$ cat config.mk
export PLATFORM = sky130hd
export DESIGN_NAME = l2_alloc_policy
export DESIGN_NICKNAME = d
export VERILOG_FILES = /design/src/rtl/l2ap_pkg.sv /design/src/rtl/l2ap_cfg_reg.sv /design/src/rtl/l2ap_inval_walk.sv /design/src/rtl/l2ap_decide.sv /design/src/rtl/l2_alloc_policy.sv
export SDC_FILE = /design/constraint.sdc
export NUM_CORES = 1
export LEC_CHECK = 0
export ABC_AREA = 1
export BUFFER_PORTS_ARGS = -buffer_cell sky130_fd_sc_hd__buf_2
export CORE_ASPECT_RATIO = 1.1
export CORE_MARGIN = 1
export CORE_UTILIZATION = 54
export DETAILED_ROUTE_END_ITERATION = 16
export PLACE_DENSITY_LB_ADDON = 0.2
export SLEW_MARGIN = 20
export SYNTH_ARGS = -nofsm -noshare
export SYNTH_HDL_FRONTEND = slang
export SYNTH_SLANG_ARGS = --single-unit
$ cat constraint.sdc
create_clock -name clk -period 3.9 [get_ports clk]
set_clock_uncertainty 0.2 [all_clocks]
set_input_delay 0 -clock clk [delete_from_list [all_inputs] [get_ports clk]]
set_output_delay 0 -clock clk [all_outputs]
set_load 0.03 [all_outputs]
$ cat src/rtl/l2ap_pkg.sv
package l2ap_pkg;

  localparam int CFG_W     = 5;
  localparam int CB_EN     = 0;
  localparam int CB_DONLY  = 1;
  localparam int CB_IONLY  = 2;
  localparam int CB_WT     = 3;
  localparam int CB_INV    = 4;

  typedef enum logic [1:0] {
    ST_NONE = 2'b00,
    ST_EXCL = 2'b01,
    ST_MOD  = 2'b10
  } l2ap_state_e;

  typedef struct packed {
    logic en;
    logic donly;
    logic ionly;
    logic wt;
  } l2ap_cfg_t;

  typedef struct packed {
    logic        lookup;
    logic        alloc;
    logic        bypass;
    logic        buswr;
    l2ap_state_e st;
  } l2ap_dec_t;

  // A request class that the active mode excludes from allocation
  function automatic logic l2ap_restricted(l2ap_cfg_t c, logic instr);
    return (instr & c.donly) | (~instr & c.ionly);
  endfunction

  // Full policy decision for one request
  function automatic l2ap_dec_t l2ap_decide(l2ap_cfg_t c, logic busy,
                                            logic instr, logic write, logic hit);
    l2ap_dec_t d;
    d = '0;
    d.st = ST_NONE;
    if (!c.en || busy) begin
      d.bypass = 1'b1;
      d.buswr  = write;
    end else if (l2ap_restricted(c, instr) && !hit) begin
      d.bypass = 1'b1;
      d.buswr  = write;
    end else begin
      d.lookup = 1'b1;
      d.alloc  = ~hit;
      d.buswr  = write & c.wt;
      if (write)     d.st = c.wt ? ST_EXCL : ST_MOD;
      else if (!hit) d.st = ST_EXCL;
      else           d.st = ST_NONE;
    end
    return d;
  endfunction

endpackage

$ cat src/rtl/l2ap_cfg_reg.sv
module l2ap_cfg_reg
  import l2ap_pkg::*;
(
  input  logic             clk,
  input  logic             rst_n,
  input  logic             cfg_wr,
  input  logic [CFG_W-1:0] cfg_word,
  input  logic             inval_busy,
  output l2ap_cfg_t        act_cfg,
  output logic             inval_start,
  output logic             cfg_err
);

  l2ap_cfg_t act_q;
  logic      err_q;
  logic      wt_refused;
  logic      inv_req;
  logic      inv_refused;

  assign wt_refused  = cfg_wr & cfg_word[CB_WT] & ~act_q.wt & act_q.en;
  assign inv_req     = cfg_wr & cfg_word[CB_INV];
  assign inv_refused = inv_req & (act_q.en | cfg_word[CB_EN] | inval_busy);
  assign inval_start = inv_req & ~inv_refused;

  always_ff @(posedge clk or negedge rst_n) begin
    if (!rst_n) begin
      act_q <= '0;
      err_q <= 1'b0;
    end else begin
      err_q <= wt_refused | inv_refused;
      if (cfg_wr) begin
        act_q.en    <= cfg_word[CB_EN];
        act_q.donly <= cfg_word[CB_DONLY];
        act_q.ionly <= cfg_word[CB_IONLY];
        act_q.wt    <= wt_refused ? act_q.wt : cfg_word[CB_WT];
      end
    end
  end

  assign act_cfg = act_q;
  assign cfg_err = err_q;

  // an error pulse only ever follows a control write
  assert_err_follows_write_R10: assert property (@(posedge clk) disable iff (!rst_n)
    cfg_err |-> $past(cfg_wr));

  // write-through may only turn on while the cache was off
  assert_wt_set_only_disabled_R10: assert property (@(posedge clk) disable iff (!rst_n)
    $rose(act_cfg.wt) |-> !$past(act_cfg.en));

endmodule

$ cat src/rtl/l2ap_inval_walk.sv
module l2ap_inval_walk #(
  parameter int DEPTH = 1024,
  localparam int IDX_W = $clog2(DEPTH)
) (
  input  logic             clk,
  input  logic             rst_n,
  input  logic             start,
  output logic             busy,
  output logic             clr,
  output logic [IDX_W-1:0] idx
);

  localparam logic [IDX_W-1:0] LAST = IDX_W'(DEPTH - 1);

  logic             busy_q;
  logic [IDX_W-1:0] idx_q;
  logic             at_last;

  assign at_last = (idx_q == LAST);

  always_ff @(posedge clk or negedge rst_n) begin
    if (!rst_n) begin
      busy_q <= 1'b0;
      idx_q  <= '0;
    end else if (busy_q) begin
      busy_q <= ~at_last;
      idx_q  <= at_last ? '0 : idx_q + 1'b1;
    end else if (start) begin
      busy_q <= 1'b1;
      idx_q  <= '0;
    end
  end

  assign busy = busy_q;
  assign clr  = busy_q;
  assign idx  = idx_q;

  // the walk ends only after the last index has been cleared
  assert_walk_ends_at_last_R11: assert property (@(posedge clk) disable iff (!rst_n)
    $fell(busy) |-> $past(idx) == LAST);

  // every walk begins at index 0
  assert_walk_starts_at_zero_R11: assert property (@(posedge clk) disable iff (!rst_n)
    $rose(busy) |-> idx == '0);

  // the configuration stage never starts a walk over a running one
  assert_no_restart_R12: assert property (@(posedge clk) disable iff (!rst_n)
    start |-> !busy);

endmodule

$ cat src/rtl/l2ap_decide.sv
module l2ap_decide
  import l2ap_pkg::*;
(
  input  logic      clk,
  input  logic      rst_n,
  input  l2ap_cfg_t act_cfg,
  input  logic      busy,
  input  logic      req_valid,
  input  logic      req_instr,
  input  logic      req_write,
  input  logic      req_hit,
  output logic      rsp_valid,
  output l2ap_dec_t rsp
);

  l2ap_dec_t dec_now;
  l2ap_dec_t rsp_q;
  logic      vld_q;

  assign dec_now = l2ap_decide(act_cfg, busy, req_instr, req_write, req_hit);

  always_ff @(posedge clk or negedge rst_n) begin
    if (!rst_n) begin
      vld_q <= 1'b0;
      rsp_q <= '0;
    end else begin
      vld_q <= req_valid;
      rsp_q <= req_valid ? dec_now : '0;
    end
  end

  assign rsp_valid = vld_q;
  assign rsp       = rsp_q;

  // an allocation is always a lookup that does not bypass
  assert_alloc_needs_lookup_R4: assert property (@(posedge clk) disable iff (!rst_n)
    rsp_valid && rsp.alloc |-> rsp.lookup && !rsp.bypass);

  // a line marked modified never also goes to the bus
  assert_mod_no_bus_R8: assert property (@(posedge clk) disable iff (!rst_n)
    rsp_valid && rsp.st == ST_MOD |-> !rsp.buswr);

  // a request seen while the walk was busy bypassed
  assert_busy_bypass_R2: assert property (@(posedge clk) disable iff (!rst_n)
    rsp_valid && $past(busy) |-> rsp.bypass && !rsp.lookup);

  // a response exists only for a request one cycle earlier
  assert_rsp_follows_req_R13: assert property (@(posedge clk) disable iff (!rst_n)
    rsp_valid |-> $past(req_valid));

  // fields are quiet without a response
  assert_idle_quiet_R13: assert property (@(posedge clk) disable iff (!rst_n)
    !rsp_valid |-> rsp == '0);

endmodule

$ cat src/rtl/l2_alloc_policy.sv
module l2_alloc_policy
  import l2ap_pkg::*;
#(
  parameter int DEPTH = 1024,
  localparam int IDX_W = $clog2(DEPTH)
) (
  input  logic             clk,
  input  logic             rst_n,
  input  logic             cfg_wr,
  input  logic [4:0]       cfg_word,
  input  logic             req_valid,
  input  logic             req_instr,
  input  logic             req_write,
  input  logic             req_hit,
  output logic             rsp_valid,
  output logic             rsp_lookup,
  output logic             rsp_alloc,
  output logic             rsp_bypass,
  output logic             rsp_buswr,
  output logic [1:0]       rsp_state,
  output logic             cfg_err,
  output logic             inval_busy,
  output logic             inval_clr,
  output logic [IDX_W-1:0] inval_idx
);

  l2ap_cfg_t act_cfg;
  logic      inval_start;
  l2ap_dec_t rsp;

  l2ap_cfg_reg u_cfg (
    .clk         (clk),
    .rst_n       (rst_n),
    .cfg_wr      (cfg_wr),
    .cfg_word    (cfg_word),
    .inval_busy  (inval_busy),
    .act_cfg     (act_cfg),
    .inval_start (inval_start),
    .cfg_err     (cfg_err)
  );

  l2ap_inval_walk #(.DEPTH(DEPTH)) u_walk (
    .clk   (clk),
    .rst_n (rst_n),
    .start (inval_start),
    .busy  (inval_busy),
    .clr   (inval_clr),
    .idx   (inval_idx)
  );

  l2ap_decide u_dec (
    .clk       (clk),
    .rst_n     (rst_n),
    .act_cfg   (act_cfg),
    .busy      (inval_busy),
    .req_valid (req_valid),
    .req_instr (req_instr),
    .req_write (req_write),
    .req_hit   (req_hit),
    .rsp_valid (rsp_valid),
    .rsp       (rsp)
  );

  assign rsp_lookup = rsp.lookup;
  assign rsp_alloc  = rsp.alloc;
  assign rsp_bypass = rsp.bypass;
  assign rsp_buswr  = rsp.buswr;
  assign rsp_state  = rsp.st;

  // with both restrictions active, no response ever allocates
  assert_locked_no_alloc_R7: assert property (@(posedge clk) disable iff (!rst_n)
    rsp_valid && $past(act_cfg.donly && act_cfg.ionly) |-> !rsp_alloc);

  // an invalidate never runs while the cache was enabled at its start
  assert_inval_only_disabled_R12: assert property (@(posedge clk) disable iff (!rst_n)
    $rose(inval_busy) |-> !$past(act_cfg.en));

endmodule

==> impl_metrics.json <==
{
  "ys_seq_area_frac": 0.522,
  "cts_made_buffers": 3,
  "hold_class": "primary input to register",
  "fin_area_um2": 1530,
  "routabilityCongestion": 0.787,
  "final_common_cell": "nand2_1",
  "via_per_inst": 5.13,
  "cts.clk_slew.worst_paths_ps": 130,
  "finalHoldViolCount": 0,
  "ir_worst_vdd_v": 0.000235,
  "synth_seq_cells": 23,
  "syn2layout_area_growth_pct": 38.4,
  "cap_violations": 0,
  "status": "complete, no violations",
  "cp-startpoint": "rst_n",
  "crit_arrival_ps": 2390,
  "drive_above_1_share": 0.279,
  "grt_pass1_vias": 1050,
  "synth_cells": 128,
  "start_kind": "primary input",
  "htree_levels": 1,
  "cts_resized": 0,
  "die_area_um2": 2230,
  "root_buffer": "clkbuf_4",
  "vias": 1077,
  "grt_antenna_before_repair": 0,
  "fill_cells": 131,
  "synth_nets": 141,
  "grt_max_degree": 18,
  "dr.pass1.iters": 4,
  "antenna_cells": 0,
  "die_h_um": 49.4,
  "clock_latency_ps": 310,
  "postSynthAreaPerCell_um2": 8.62,
  "hold_slack_ps": 177,
  "cts_tree": "built",
  "rsz0062_at_grt": "no",
  "synth_top_cell_by_area": "dfrtp_1",
  "finalSetupViolations": 0,
  "syn_area_um2": 1100,
  "synth_warnings": 0,
  "period_share": 0.568,
  "grt_usage": 0.304,
  "routed_wl_mm": 2.92,
  "seq_area_um2": 576,
  "overflow": 0,
  "leakage_uw": 0.000840,
  "required_ps": 4070,
  "place_area_um2": 1280,
  "fin_tns_setup_ps": 0,
  "grt_pass1_wl_mm": 4.80,
  "hold_buffers": 22,
  "crit_slowest_cell": "dlygate4sd3_1",
  "path_class": "primary input to async pin",
  "initial_core_util": 0.599,
  "detail-route-antenna-nets": 0,
  "period_minus_slack_ps": 2210,
  "layout_common_cells": "nand2_1 (39), buf_2 (31), dfrtp_1 (23)",
  "drtIter0Drc": 23,
  "drt-wirelength-per-cell_um": 13.9,
  "crit_path_cell_trace": "dlygate4sd3_1, dlygate4sd3_1, buf_2, dlygate4sd3_1",
  "power.density_nw_per_um2": 272,
  "synth.top_cell.area_share": 0.522,
  "timing.rr.start": "u_walk.busy$_DFF_PN0_",
  "synth_area_leaders": "dfrtp_1 (52%), nand2_1 (13%), inv_1 (4.8%), xor2_1 (3.2%), nor2_1 (2.4%)",
  "dp_hpwl_mm": 1.49,
  "worstSetupEndpointType": "async pin",
  "power_uw": 416,
  "yosys.cell_types.count": 26,
  "post-cts-setup-buffers": 0,
  "critPathMaxFanout": 17,
  "clkSinkCount": 23,
  "multiInputGateArea_um2": 448,
  "critPathMaxStageDelay_ps": 1090,
  "final_nets": 197,
  "clockBufferDepth": 2,
  "io_pins": 32,
  "portBuffers": 31,
  "tightest_slew_ps": 777,
  "die_w_um": 45.1,
  "core.rowCount": 16,
  "drc": 0,
  "slew_viol_final": 0,
  "crit_path_frequent_cell": "dlygate4sd3_1",
  "core_um2": 1840,
  "fmax_mhz": 452,
  "worstHoldStart": "req_valid",
  "slew_headroom": 0.480
}
## synth_stat cells
cell      count
nand2_2       3
nor3_2        1
nor2_4        2
nor2_1        7
nand2_1      39
buf_2         1
nand3_1       5
a21oi_1       1
nor2_2        2
nand4_1       1
nand3b_2      1
o31ai_1       2
inv_2         4
or2_2         1
o21ai_4       1
inv_1        14
o21ai_1       5
o22ai_1       1
nor4_1        1
a21oi_2       1
dfrtp_1      23
buf_4         1
xor2_1        4
o21ai_0       5
ha_1          1
a22oi_1       1
## cell type report
type                    count  area share
clock buffers               3      0.0147
well taps                  27      0.0221
multi-input cells          85       0.293
clock inverters             1     0.00328
flip-flops and latches     23       0.377
repair buffers             53       0.246
inverters                  18      0.0442
## flip-flops by register name, indices dropped and copies added (netlist names)
name	flops
u_walk.idx	10
u_dec.rsp	6
u_cfg.act_cfg	4
u_cfg.cfg_err	1
u_dec.rsp_valid	1
u_walk.busy	1
## critical path, delay by kind of cell
| kind | cells | cell delay, ps |
|---|---|---|
| buf+inv | 4 | 2380 |
## routing by layer
metal	GRT usage	share of wire	up-vias
met5	0	0	-
met4	0.116	0.026	0
met3	0.0296	0.038	9
met2	0.553	0.55	37
met1	0.348	0.39	519
li1	-	-	512
## metrics by stage
step,util,setup WS [ps],instances
6_report,0.829,1690,210
5_1_grt,0.829,1500,210
4_1_cts,0.829,1640,210
3_5_place_dp,0.695,2310,184
3_3_place_gp,0.695,2370,184
2_1_floorplan,-,2210,128
## where the power goes
group	switching [uW]	total, uW	leakage [uW]	internal [uW]
sequential	3.52	248	0.000288	245
clock	74.8	113	0.0000177	38.4
combinational	29.3	55.0	0.000534	25.6
## logic make-up (layout without fill, tap and decap cells)
kind of cell | Yosys count | count (layout) | share of synthesized area
adders and majority gates | 1 | 1 | 0.0113
buffers and inverters | 20 | 75 | 0.0726
DFF | 23 | 23 | 0.522
AOI/OAI and AO/OA | 17 | 17 | 0.0986
xor gates and xnor gates | 4 | 4 | 0.0317
and+or+nand+nor | 63 | 63 | 0.264
## worst paths after layout
| check | end | slack, ps | depth (start not counted) |
|---|---|---|---|
| max reg2reg | u_dec.rsp[4]$_DFF_PN0_ | 1940 | 4 |
| max in group clk | u_cfg.cfg_err$_DFF_PN0_ | 1740 | 6 |
| max | u_cfg.cfg_err$_DFF_PN0_ | 1690 | 4 |
| min reg2reg | u_walk.idx[0]$_DFFE_PN0P_ | 370 | 1 |
| min in group asynchronous | u_cfg.act_cfg[3]$_DFFE_PN0P_ | 400 | 3 |
| min | u_dec.rsp_valid$_DFF_PN0_ | 180 | 2 |
Note: power is estimated with default switching activity, not from simulation.
